File: config.mk
export PLATFORM = sky130hd
export DESIGN_NAME = pcipm_power_ctrl
export DESIGN_NICKNAME = d
export VERILOG_FILES = /design/src/rtl/pcipm_pkg.sv /design/src/rtl/pcipm_aux_edge.sv /design/src/rtl/pcipm_state_fsm.sv /design/src/rtl/pcipm_regs.sv /design/src/rtl/pcipm_wake_req.sv /design/src/rtl/pcipm_power_ctrl.sv
export SDC_FILE = /design/constraint.sdc
export NUM_CORES = 1
export LEC_CHECK = 0
export ABC_AREA = 1
export BUFFER_PORTS_ARGS = -buffer_cell sky130_fd_sc_hd__buf_2
export CELL_PAD_IN_SITES_DETAIL_PLACEMENT = 1
export CELL_PAD_IN_SITES_GLOBAL_PLACEMENT = 2
export CORE_ASPECT_RATIO = 0.8
export CORE_MARGIN = 2
export CORE_UTILIZATION = 27
export DETAILED_ROUTE_END_ITERATION = 8
export PLACE_DENSITY_LB_ADDON = 0.15
export SYNTH_ARGS = -nofsm -noshare
export SYNTH_HDL_FRONTEND = slang
export SYNTH_SLANG_ARGS = --single-unit
File: constraint.sdc
create_clock -name clk -period 1.5 [get_ports clk]
set_input_delay 0.3 -clock clk [delete_from_list [all_inputs] [get_ports clk]]
set_output_delay 0.3 -clock clk [all_outputs]
set_load 0.02 [all_outputs]
File: src/rtl/pcipm_pkg.sv
package pcipm_pkg;
   typedef enum logic [2:0] {
      PS_OFF   = 3'd0,
      PS_D3C   = 3'd1,
      PS_D3H   = 3'd2,
      PS_D0U   = 3'd3,
      PS_D0A   = 3'd4
   } pm_state_e;

   localparam logic [1:0] FLD_D0 = 2'b00;
   localparam logic [1:0] FLD_D3 = 2'b11;
endpackage

File: src/rtl/pcipm_aux_edge.sv
module pcipm_aux_edge (
   input  logic clk,
   input  logic arst_n,
   input  logic aux_det,
   output logic aux_rise
);
   logic aux_q;

   always_ff @(posedge clk or negedge arst_n) begin
      if (!arst_n) aux_q <= 1'b0;
      else         aux_q <= aux_det;
   end

   assign aux_rise = aux_det & ~aux_q;
endmodule

File: src/rtl/pcipm_state_fsm.sv
module pcipm_state_fsm
   import pcipm_pkg::*;
#(
   parameter int PHY_RST_CYCLES = 4
) (
   input  logic       clk,
   input  logic       arst_n,
   input  logic       aux_det,
   input  logic       aux_rise,
   input  logic       pwr_good,
   input  logic       host_rst_n,
   input  logic       fld_wr,
   input  logic [1:0] fld_wdata,
   input  logic       cfg_done,
   input  logic [1:0] field_q,
   output pm_state_e  state,
   output logic       por,
   output logic       ld_d3,
   output logic       ld_d0,
   output logic       wr_ok,
   output logic       phy_rst
);
   localparam int CW = $clog2(PHY_RST_CYCLES + 1);

   generate
      if (PHY_RST_CYCLES < 1) begin : g_bad_rst
         $error("PHY_RST_CYCLES must be at least 1");
      end
   endgenerate

   pm_state_e    nxt;
   logic         rst_go;
   logic         powered;
   logic [CW-1:0] rcnt;

   assign powered = (state == PS_D0U) || (state == PS_D0A) || (state == PS_D3H);
   assign wr_ok   = powered && pwr_good && host_rst_n;

   always_comb begin
      nxt    = state;
      por    = 1'b0;
      ld_d3  = 1'b0;
      ld_d0  = 1'b0;
      rst_go = 1'b0;
      unique case (state)
         PS_OFF: begin
            if (aux_rise && !pwr_good) begin
               nxt = PS_D3C; por = 1'b1; ld_d3 = 1'b1;
            end else if (pwr_good) begin
               nxt = PS_D0U; por = 1'b1; ld_d0 = 1'b1;
            end
         end
         PS_D3C: begin
            if (!aux_det && !pwr_good) begin
               nxt = PS_OFF;
            end else if (pwr_good && host_rst_n) begin
               nxt = PS_D0U; ld_d0 = 1'b1;
            end
         end
         PS_D0U, PS_D0A, PS_D3H: begin
            if (!pwr_good) begin
               if (aux_det) begin
                  nxt = PS_D3C; ld_d3 = 1'b1; rst_go = 1'b1;
               end else begin
                  nxt = PS_OFF;
               end
            end else if (!host_rst_n) begin
               nxt = PS_D0U; ld_d0 = 1'b1; rst_go = (state != PS_D0U);
            end else if (fld_wr && fld_wdata == FLD_D3 && state != PS_D3H) begin
               nxt = PS_D3H;
            end else if (fld_wr && fld_wdata == FLD_D0 && state == PS_D3H) begin
               nxt = PS_D0U; rst_go = 1'b1;
            end else if (cfg_done && state == PS_D0U && field_q == FLD_D0) begin
               nxt = PS_D0A;
            end
         end
         default: nxt = PS_OFF;
      endcase
   end

   always_ff @(posedge clk or negedge arst_n) begin
      if (!arst_n) begin
         state <= PS_OFF;
         rcnt  <= '0;
      end else begin
         state <= nxt;
         if (rst_go)          rcnt <= CW'(PHY_RST_CYCLES);
         else if (rcnt != '0) rcnt <= rcnt - 1'b1;
      end
   end

   assign phy_rst = (rcnt != '0);

   a_r7_wake_from_hot: assert property (@(posedge clk) disable iff (!arst_n)
      (state == PS_D3H && pwr_good && host_rst_n && fld_wr && fld_wdata == FLD_D0)
      |=> (state == PS_D0U && phy_rst));

   a_r10_pg_loss_aux: assert property (@(posedge clk) disable iff (!arst_n)
      (powered && !pwr_good && aux_det) |=> (state == PS_D3C && phy_rst));

   a_r11_pg_loss_noaux: assert property (@(posedge clk) disable iff (!arst_n)
      (powered && !pwr_good && !aux_det) |=> (state == PS_OFF));

   a_r3_cold_hold: assert property (@(posedge clk) disable iff (!arst_n)
      (state == PS_D3C && aux_det && !(pwr_good && host_rst_n)) |=> (state == PS_D3C));
endmodule

File: src/rtl/pcipm_regs.sv
module pcipm_regs
   import pcipm_pkg::*;
(
   input  logic       clk,
   input  logic       arst_n,
   input  logic       por,
   input  logic       ld_d3,
   input  logic       ld_d0,
   input  logic       wr_ok,
   input  logic       fld_wr,
   input  logic [1:0] fld_wdata,
   input  logic       pme_wr,
   input  logic       pme_wdata,
   output logic [1:0] field_q,
   output logic       pme_en
);
   logic legal_code;
   assign legal_code = (fld_wdata == FLD_D0) || (fld_wdata == FLD_D3);

   always_ff @(posedge clk or negedge arst_n) begin
      if (!arst_n) begin
         field_q <= FLD_D3;
         pme_en  <= 1'b0;
      end else begin
         if (ld_d3)                           field_q <= FLD_D3;
         else if (ld_d0)                      field_q <= FLD_D0;
         else if (wr_ok && fld_wr && legal_code) field_q <= fld_wdata;

         if (por)                 pme_en <= 1'b0;
         else if (wr_ok && pme_wr) pme_en <= pme_wdata;
      end
   end

   a_r5_reserved_ignored: assert property (@(posedge clk) disable iff (!arst_n)
      (fld_wr && !legal_code && !ld_d3 && !ld_d0) |=> $stable(field_q));

   a_r14_pme_locked: assert property (@(posedge clk) disable iff (!arst_n)
      (!wr_ok && !por) |=> $stable(pme_en));
endmodule

File: src/rtl/pcipm_wake_req.sv
module pcipm_wake_req #(
   parameter bit WAKE_REG = 1'b1
) (
   input  logic clk,
   input  logic arst_n,
   input  logic in_d0a,
   input  logic pme_en,
   input  logic mac_wake,
   input  logic phy_wake,
   output logic irq_req,
   output logic pme_req
);
   logic hit;
   assign hit = in_d0a && (mac_wake || phy_wake);

   generate
      if (WAKE_REG) begin : g_reg
         always_ff @(posedge clk or negedge arst_n) begin
            if (!arst_n) begin
               irq_req <= 1'b0;
               pme_req <= 1'b0;
            end else begin
               irq_req <= hit && !pme_en;
               pme_req <= hit && pme_en;
            end
         end

         a_r9_req_only_active: assert property (@(posedge clk) disable iff (!arst_n)
            (irq_req || pme_req) |-> $past(in_d0a));
      end else begin : g_comb
         assign irq_req = hit && !pme_en;
         assign pme_req = hit && pme_en;
      end
   endgenerate

   a_r9_one_kind: assert property (@(posedge clk) disable iff (!arst_n)
      !(irq_req && pme_req));
endmodule

File: src/rtl/pcipm_power_ctrl.sv
module pcipm_power_ctrl
   import pcipm_pkg::*;
#(
   parameter int PHY_RST_CYCLES = 4,
   parameter bit WAKE_REG       = 1'b1
) (
   input  logic       clk,
   input  logic       arst_n,
   input  logic       aux_det,
   input  logic       pwr_good,
   input  logic       host_rst_n,
   input  logic       fld_wr,
   input  logic [1:0] fld_wdata,
   input  logic       pme_wr,
   input  logic       pme_wdata,
   input  logic       cfg_done,
   input  logic       mac_wake,
   input  logic       phy_wake,
   output logic [2:0] state_o,
   output logic [1:0] pm_field,
   output logic       pme_en,
   output logic       clk_en,
   output logic       mac_trx_en,
   output logic       phy_pdown,
   output logic       phy_rst,
   output logic       irq_req,
   output logic       pme_req
);
   pm_state_e state;
   logic      aux_rise, por, ld_d3, ld_d0, wr_ok;

   pcipm_aux_edge u_edge (
      .clk(clk), .arst_n(arst_n), .aux_det(aux_det), .aux_rise(aux_rise)
   );

   pcipm_state_fsm #(.PHY_RST_CYCLES(PHY_RST_CYCLES)) u_fsm (
      .clk(clk), .arst_n(arst_n), .aux_det(aux_det), .aux_rise(aux_rise),
      .pwr_good(pwr_good), .host_rst_n(host_rst_n), .fld_wr(fld_wr),
      .fld_wdata(fld_wdata), .cfg_done(cfg_done), .field_q(pm_field),
      .state(state), .por(por), .ld_d3(ld_d3), .ld_d0(ld_d0),
      .wr_ok(wr_ok), .phy_rst(phy_rst)
   );

   pcipm_regs u_regs (
      .clk(clk), .arst_n(arst_n), .por(por), .ld_d3(ld_d3), .ld_d0(ld_d0),
      .wr_ok(wr_ok), .fld_wr(fld_wr), .fld_wdata(fld_wdata),
      .pme_wr(pme_wr), .pme_wdata(pme_wdata),
      .field_q(pm_field), .pme_en(pme_en)
   );

   pcipm_wake_req #(.WAKE_REG(WAKE_REG)) u_wake (
      .clk(clk), .arst_n(arst_n), .in_d0a(state == PS_D0A), .pme_en(pme_en),
      .mac_wake(mac_wake), .phy_wake(phy_wake),
      .irq_req(irq_req), .pme_req(pme_req)
   );

   assign state_o    = state;
   assign clk_en     = (state == PS_D0U) || (state == PS_D0A);
   assign mac_trx_en = (state == PS_D0A);
   assign phy_pdown  = (state == PS_OFF) || (state == PS_D3C);

   a_r8_active_consistent: assert property (@(posedge clk) disable iff (!arst_n)
      mac_trx_en |-> (pm_field == FLD_D0));

   a_r2_por_cold: assert property (@(posedge clk) disable iff (!arst_n)
      (state == PS_OFF && aux_rise && !pwr_good) |=> (pm_field == FLD_D3 && !pme_en));

   a_r13_por_main: assert property (@(posedge clk) disable iff (!arst_n)
      (state == PS_OFF && pwr_good) |=> (state == PS_D0U && !pme_en));
endmodule

After elaboration in Yosys (flattened, before gate mapping)
Index checks and enable logic that the tools add are counted.

storage, ports and cells
  bits in registers = 12
  input port bits = 13
  logic and storage cells = 90

operators by class
  add/subtract/negate cells = 1
  equality and inequality tests = 10
  muxes and demuxes = 36
  bitwise operators = 2
  reduce and logical (&&, ||, !) cells = 34

operators with widths
  cell                 number
  $mux 3               11
  $mux 1               19
  $logic_and 1x1->1    17
  $ne 3x2->1 const B   3
  $pmux 3 s3           1
  $eq 3x2->1 const B   2
  $mux 2               3
  $ne 6x3->1 const B   1
  $reduce_bool 3->1    2
  $logic_or 1x1->1     5
  $logic_not 2->1      2
  $reduce_bool 2->1    2
  $eq 3x1->1 const B   1
  $eq 3x3->1 const B   1
  $logic_not 1->1      3
  $logic_not 3->1      1
  $ne 3x1->1 const B   1
  $pmux 1 s3           1
  $reduce_and 3->1     1
  $reduce_or 3->1      1
  $sub 3x1->3 const B  1
  $eq 2x2->1 const B   1
  $pmux 1 s2           1
  $and 1x1->1          1
  $not 1->1            1

Longest topological paths before layout
Gate-level depths: netlist of the first run.

  word-level depth = 10
  depth in mapped cells = 11

Modules after synthesis
From an unflattened synthesis of the first run, not the netlist that was laid out.

second synthesis, totals
  cell total of the unflattened synthesis = 136
  area, all modules = 874.6 um2

by module, submodules not included
  module            times used  cells an instance  area each (um2)
  pcipm_state_fsm   1           96                 570.5
  pcipm_regs        1           23                 165.2
  pcipm_wake_req    1           7                  76.3
  pcipm_aux_edge    1           3                  35.0
  pcipm_power_ctrl  1           7                  27.5

Least setup slack after synthesis of the first run
No wires, ideal clock.

  path kind = flip-flop to flip-flop
  start = reg u_fsm.state[1]
  end = reg u_fsm.state[0]
  setup time = 0.121 ns
  arrival = 1.315 ns
  required time = 1.379 ns
  setup slack = 0.064 ns
  stages on the path, launching flop included = 10
  path buffers = 1
  cells stage by stage = dfrtp_1 buf_6 nor2_4 nand2_1 nor2_2 nand2_1 inv_1 nor2_1 nand3_1 nand2_1

on the way
  word-level cells in the longest chain between the ends = 7

RTL lines
  element                   line                                          source
  start: declaration        pcipm_state_fsm.sv:16                         output pm_state_e state,
  start signal: assignment  pcipm_state_fsm.sv:86                         state <= nxt;
  $eq 3x2->1                pcipm_state_fsm.sv:45, pcipm_state_fsm.sv:71
  $logic_and 1x1->1         pcipm_state_fsm.sv:71                         end else if (fld_wr && fld_wdata == FLD_D0 && state == PS_D3H) begin
  $mux 3                    pcipm_state_fsm.sv:71
  $mux 3                    pcipm_state_fsm.sv:69                         end else if (fld_wr && fld_wdata == FLD_D3 && state != PS_D3H) begin
  $mux 3                    pcipm_state_fsm.sv:67                         end else if (!host_rst_n) begin
  $mux 3                    pcipm_state_fsm.sv:61                         if (!pwr_good) begin
  $pmux 3 s3                pcipm_state_fsm.sv:45                         unique case (state)

Several ways; a longest one is shown, not always the timed one.
A chain may end at the register's enable or synchronous reset.

Worst setup path in the final report of the first run
  start = reg u_fsm.state[1]
  end = out phy_pdown

on the way
  word-level cells in the longest chain between the ends = 2

RTL lines
  element                                        line                    source
  $eq 3x1->1 or $logic_not 3->1 (tied branches)  pcipm_power_ctrl.sv:60  assign phy_pdown = (state == PS_OFF) || (state == PS_D3C);
  $logic_or 1x1->1 *                             pcipm_power_ctrl.sv:60
  end: declaration                               pcipm_power_ctrl.sv:24  output logic phy_pdown,

Mark *: on every way between the ends. The rest lies on a longest branch, timed or not.

==> results of run 1 <==
[Yosys cell counts, drive strengths merged]
master / number
nand2: 36
inv: 27
nor2: 20
nand3: 18
dfrtp: 10
o21ai: 8
ha: 4
a21oi: 3
nand4: 3
dfstp: 2
buf: 1
o211ai: 1
xnor2: 1
[final cells by class]
cell class              count  area (µm²)  area share
inverters                  27         101      0.0817
flip-flops and latches     12         307       0.247
repair buffers             34         228       0.183
well taps                  40        50.0      0.0403
clock buffers               4        55.1      0.0444
multi-input cells          94         500       0.403
[through the flow]
stage / TNS, ns / utilization
detailed placement: 0 / 0.340
global placement: 0 / 0.340
global route: -0.0580 / 0.394
CTS: 0 / 0.380
floorplan: 0 / -
finish: 0 / 0.394
[cell usage in the layout (no fill, tap or decap), drive strengths merged, types with 2 or more instances in the layout]
| cell type | Yosys | final |
|---|---|---|
| dfstp | 2 | 2 |
| inv | 27 | 27 |
| a21oi | 3 | 3 |
| buf | 1 | 33 |
| nand3 | 18 | 18 |
| o21ai | 8 | 8 |
| dfrtp | 10 | 10 |
| nor2 | 20 | 20 |
| nand4 | 3 | 3 |
| ha | 4 | 4 |
| clkbuf | 0 | 4 |
| nand2 | 36 | 36 |
[flip-flops by register name, summed over array words and instances, names as in the netlist]
name            count
u_fsm.state         3
u_wake.irq_req      1
u_regs.pme_en       1
u_regs.field_q      2
u_edge.aux_q        1
u_wake.pme_req      1
u_fsm.rcnt          3
[worst max-delay path, cell delays in order (launching register included)]
cell and delay (ns):
dfrtp_2 0.44, buf_12 0.14, nor2_4 0.13, buf_2 0.18
[report_power, final]
group	internal, mW	switching, mW
Sequential	0.462	0.0996
Clock	0.232	0.125
Combinational	0.542	0.770
Total	1.24	0.994
[what timing repair did]
item	4_1_cts	5_1_grt
pin swaps	0	1
hold endpoints to repair	10	0
endpoints found under the setup margin	2	8
resized for setup	3	8
setup buffers	6	2
hold buffers	1	0
[cell families (layout without fill, tap and decap cells)]
family,after synthesis,count (layout),share of synthesized area
xor gates and xnor gates,1,1,0.00967
AOI/OAI and AO/OA,12,12,0.0746
DFF,12,12,0.334
buffers and inverters,28,65,0.124
and+or+nand+nor,77,77,0.402
adders and majority gates,4,4,0.0553
[final timing paths]
| path | start | end | cells after the start |
|---|---|---|---|
| setup reg to reg | u_fsm.state[0] | u_fsm.state[1] | 9 |
| min in group asynchronous | arst_n | u_regs.pme_en | 2 |
| hold reg to reg | u_regs.pme_en | u_wake.irq_req | 1 |
| max in group asynchronous | arst_n | u_regs.field_q[0] | 2 |
| setup / recovery | u_fsm.state[1] | phy_pdown | 3 |
| hold / removal | aux_det | u_edge.aux_q | 1 |
[routing by layer]
metal  global-route usage  wire (µm)  vias up
li1                     -          -      495
met2                0.239       1260       18
met1                0.199       1280      441
met5                    0          0        -
met4               0.0168          5        0
met3               0.0466        138        2
==> impl_metrics.ini, run 1 <==
[run_status]
status = complete, no violations

[floorplanning]
start_util = 0.287
die_w_um = 68.8
rows = 18
core_area_um2 = 3150
die-area_um2 = 3840
die_h_um = 55.8
num_io_pins = 25

[clock_network]
cts_root_buf = clkbuf_8
cts_tree = built
path_clk_slew_ns = 0.06
clock_latency_ns = 0.24
cts.path.max_buffers = 2
clock_sinks = 12
cts_max_level = 1
numCtsBuffers = 3

[timing]
finalCritPeriodShare = 0.959
fin_skew_ns = 0.00369
fmax_mhz = 695
setup_violations = 0
final-max-slew-violation-count = 0
final_hold_viol_count = 0
tightestPinTransition_ns = 0.293
maxSlewHeadroom = 0.803
period_needed_ns = 1.44
hold_ws_ns = 0.207
worst_slack_ns = 0.0617

[grt]
grtUsageTotal = 0.148
grt_pass1_wl_um = 4280
grt.overflow.total = 0
grt_start_max_net_pins = 13
antenna_found_initial = 0
grt_pass1_vias = 932

[detailed_routing]
drtIter0Drc = 20
viasPerCell = 4.53
dr_total_vias = 956
routed_wl_um = 2680
drt_pre_antenna_iters = 2
ant_nets = 0
drc = 0
wl_per_cell_um = 12.7

[placed_design]
post_dp_cell_area_um2 = 1070
dp.cells = 198
portBuffers = 24
hpwl_um = 2190
gp_congestion = 0.741
pre_cts_ws_ns = 0.0486

[yosys]
ys_seq_area_frac = 0.334
syn_area_per_cell_um2 = 6.76
ys_ff_latch = 12
yosys-top-cells-area = dfrtp_1 28%, nand2_1 14%, inv_1 10%, nand3_1 9.4%, nor2_1 6.2%
synthDistinctLibCells = 20
synth.largest_area_cell = dfrtp_1
synth_area_um2 = 906
synth_fp_nets = 151
yosysWarnings = 0
synth_cells = 134
netlist.area_leader.share = 0.276

[finish]
nNetsFinal = 189
fin_cells = 211
syn2layout_area_growth_pct = 37.0
final_cell_area_um2 = 1240
layout-drive-gt1-share = 0.345
fillers = 436
num_antenna_cells = 0

[critical_path]
worstSetupStartpointType = register
worstPathArrival_ns = 1.14
path_class = reg -> out
endpoint_kind = primary output
critPathMaxFanout = 5
r2r_setup_slack_ns = 0.07
crit_required_ns = 1.20

[power]
power.total_mw = 2.23
p_per_area_nw_per_um2 = 1800
leakage_nw = 0.712
ir_drop_mv = 0.827

[run]
maxCapViolCount = 0

[min_path]
hp-class = in -> reg
(Power assumes the default switching activity.)
==> run 2, diff against run 1 <==
ABC_AREA = default   (was 1)
CAP_MARGIN = 20   (was default)
CORE_UTILIZATION = 29   (was 27)
clock period = 1.6 ns   (was 1.5 ns; I/O delays follow)
==> run 2 against run 1 <==
  * The flow now finishes with violations (setup timing)
  * Critical endpoint is now u_fsm.state[1]
  * Combinational power rose by 42%
  * Sequential cell count did not move
  * Sequential power barely moved
  * Setup slack got worse by 0.26 ns
  * Clock-buffer cell count did not move
  * Highest routed layer is now met3
  * Register-to-register slack got worse by 0.27 ns
  * Clock skew fell by 0.0018 ns
  * First-iteration DRC count rose by 30%
==> impl_metrics.ini, run 2 <==
[run_status]
status = complete, but fails checks
violations = setup timing

[floorplanning]
core_area_um2 = 2770
die_w_um = 64.4
num_io_pins = 25
die-area_um2 = 3370
die_h_um = 52.3
rows = 17
start_util = 0.306

[finish]
num_antenna_cells = 0
regArea_um2 = 307
final_cell_mix = 22 x buf_2, 21 x buf_4, 8 x nand2_1
multiInputGateArea_um2 = 602
reg_top3 = u_fsm.rcnt: 3 flops, u_fsm.state: 3 flops, u_regs.field_q: 2 flops
fillers = 345
final_cell_area_um2 = 1380
nNetsFinal = 161
syn2layout_area_growth_pct = 62.6
layout_commonest_cell = buf_2
layout-drive-gt1-share = 0.552

[detailed_routing]
drtIter0Drc = 26
drt_pre_antenna_iters = 4
wl_per_cell_um = 14.7
drc = 0
viasPerCell = 4.79
dr_total_vias = 867
ant_nets = 0
routed_wl_um = 2650

[yosys]
synth_fp_nets = 108
syn_area_per_cell_um2 = 9.29
yosysWarnings = 0
ys_seq_area_frac = 0.358
synth_edf_count = 0
ys_ff_latch = 12
synth.largest_area_cell = dfrtp_1
synthDistinctLibCells = 36
synth_area_um2 = 846
synth_top_flop_cell = dfrtp_1
synth_cells = 91
synth_common_cells = 10 x dfrtp_1, 9 x o21ai_0, 8 x nand2_1
synth.most_common_cell = dfrtp_1
netlist.area_leader.share = 0.296
yosys-top-cells-area = dfrtp_1 30%, dfstp_2 6.2%, ha_1 5.9%, o21ai_0 5.3%, mux2_2 4.0%
synth-async-reset-ratio = 1.00

[timing]
worst_slack_ns = -0.203
period_needed_ns = 1.80
maxSlewHeadroom = 0.814
setup_violations = 7
fin_skew_ns = 0.00190
fin_setup_tns_ns = -0.962
fmax_mhz = 555
final-max-slew-violation-count = 0
rsz0062_at_grt = yes
final_hold_viol_count = 0
tightestPinTransition_ns = 0.277
finalCritPeriodShare = 1.13

[power]
power.total_mw = 2.67
ir_drop_mv = 0.659
leakage_nw = 0.681
p_per_area_nw_per_um2 = 1940

[grt]
grt_start_max_net_pins = 13
grt_pass1_vias = 949
grt.overflow.total = 0
grt_pass1_wl_um = 4440
antenna_found_initial = 0
grtUsageTotal = 0.175

[clock_network]
cts.path.max_buffers = 2
path_clk_slew_ns = 0.08
clock_latency_ns = 0.27
clock_sinks = 12
cts_tree = built
cts_max_level = 1
cts_root_buf = clkbuf_4
numCtsBuffers = 3

[run]
maxCapViolCount = 0

[placed_design]
hpwl_um = 2030
gp_congestion = 0.833
post_dp_cell_area_um2 = 1130
portBuffers = 24

[critical_path]
path_cells = buf_6, and2b_2, buf_6, o21ai_4, a211oi_4, a21oi_2, mux2_4
crit_path_max_incr_delay_ns = 0.46
rr_endpoint = u_fsm.state[1]
critPathMaxFanout = 5
cp_slowest_cell = dfrtp_2
r2r_setup_slack_ns = -0.20
worstPathArrival_ns = 1.96
r2r-start = u_fsm.state[1]
path_class = reg -> reg
crit_required_ns = 1.76
cp_common_cell = buf_6
r2r_cells = 7
endpoint_kind = register
worstSetupStartpointType = register

[min_path]
hold_end = u_edge.aux_q
hp-class = in -> reg
hold_path_depth = 1
hp-start = aux_det
[run 2: changes by cell type in the layout (fill, tap and decap cells not counted), moves of 3 or more]
| cell | delta |
|---|---|
| inv_2 | -3 |
| nand3_1 | -15 |
| nand4_1 | -3 |
| nand2_1 | -24 |
| inv_1 | -17 |
| buf_6 | +7 |
| mux2i_1 | +3 |
| nor2_2 | -6 |
| clkbuf_8 | -3 |
| buf_4 | +12 |
| nor2_1 | -7 |
| clkbuf_4 | +3 |
[run 2: worst max-delay path by stage]
stage                         from              to  slack, ns  depth (start not counted)
floorplan           u_fsm.state[1]  u_fsm.state[0]      -0.24                          6
global placement    u_fsm.state[0]  u_fsm.state[0]      -0.11                          4
detailed placement  u_fsm.state[2]  u_fsm.state[0]      -0.15                          6
CTS                 u_fsm.state[1]          clk_en      -0.19                          5
global route        u_fsm.state[1]  u_fsm.state[1]      -0.28                          7
finish              u_fsm.state[1]  u_fsm.state[1]      -0.20                          7
[run 2: where the power goes]
group	switching (mW)	internal, mW	total, mW	leakage [nW]
combinational	0.879	0.981	1.86	0.518
sequential	0.114	0.450	0.564	0.142
clock	0.103	0.138	0.241	0.0210
[run 2: metrics by stage]
step	cells	hold WS, ns	setup slack, ns	util
CTS	180	0.194	-0.194	0.464
floorplan	91	0.0244	-0.235	-
global placement	168	0.212	-0.107	0.408
global route	181	0.184	-0.281	0.497
detailed placement	168	0.224	-0.148	0.408
finish	181	0.201	-0.203	0.497
[run 2: cell families after synthesis]
kind of cell,share of synthesized area
XOR/XNOR,0.0104
adder cells (fa/ha/maj),0.0592
buffers and inverters,0.0621
multiplexers,0.0888
flip-flops,0.358
AO/OA/AOI/OAI,0.219
AND/OR/NAND/NOR,0.203
[run 2: cell type report]
| class | instances | area share |
|---|---|---|
| inverters | 7 | 0.0191 |
| clock buffers | 4 | 0.0264 |
| multi-input cells | 69 | 0.438 |
| well taps | 38 | 0.0346 |
| repair buffers | 51 | 0.259 |
| flip-flops and latches | 12 | 0.223 |
[run 2: critical path, delay by kind of cell, from the launching register on]
family                 cells  cell delay [ns]
AOI/OAI and AO/OA          3             0.46
and+or+nand+nor            1             0.21
muxes                      1             0.32
DFF                        1             0.46
buffers and inverters      2             0.25
[run 2: repair_timing]
action / CTS / global route
hold buffers: 1 / 0
pin swaps: 4 / 10
setup endpoints to repair: 10 / 11
gates resized for setup: 15 / 15
hold endpoints to repair: 10 / 0
setup buffers: 7 / 1
cloned: 0 / 0
[run 2: routing by layer]
| layer | up-vias | share of wire | GRT usage |
|---|---|---|---|
| met4 | 0 | 0 | 0.0213 |
| met3 | 0 | 0.050 | 0.0323 |
| met2 | 27 | 0.45 | 0.302 |
| li1 | 425 | - | - |
| met1 | 415 | 0.50 | 0.235 |
| met5 | - | 0 | 0 |
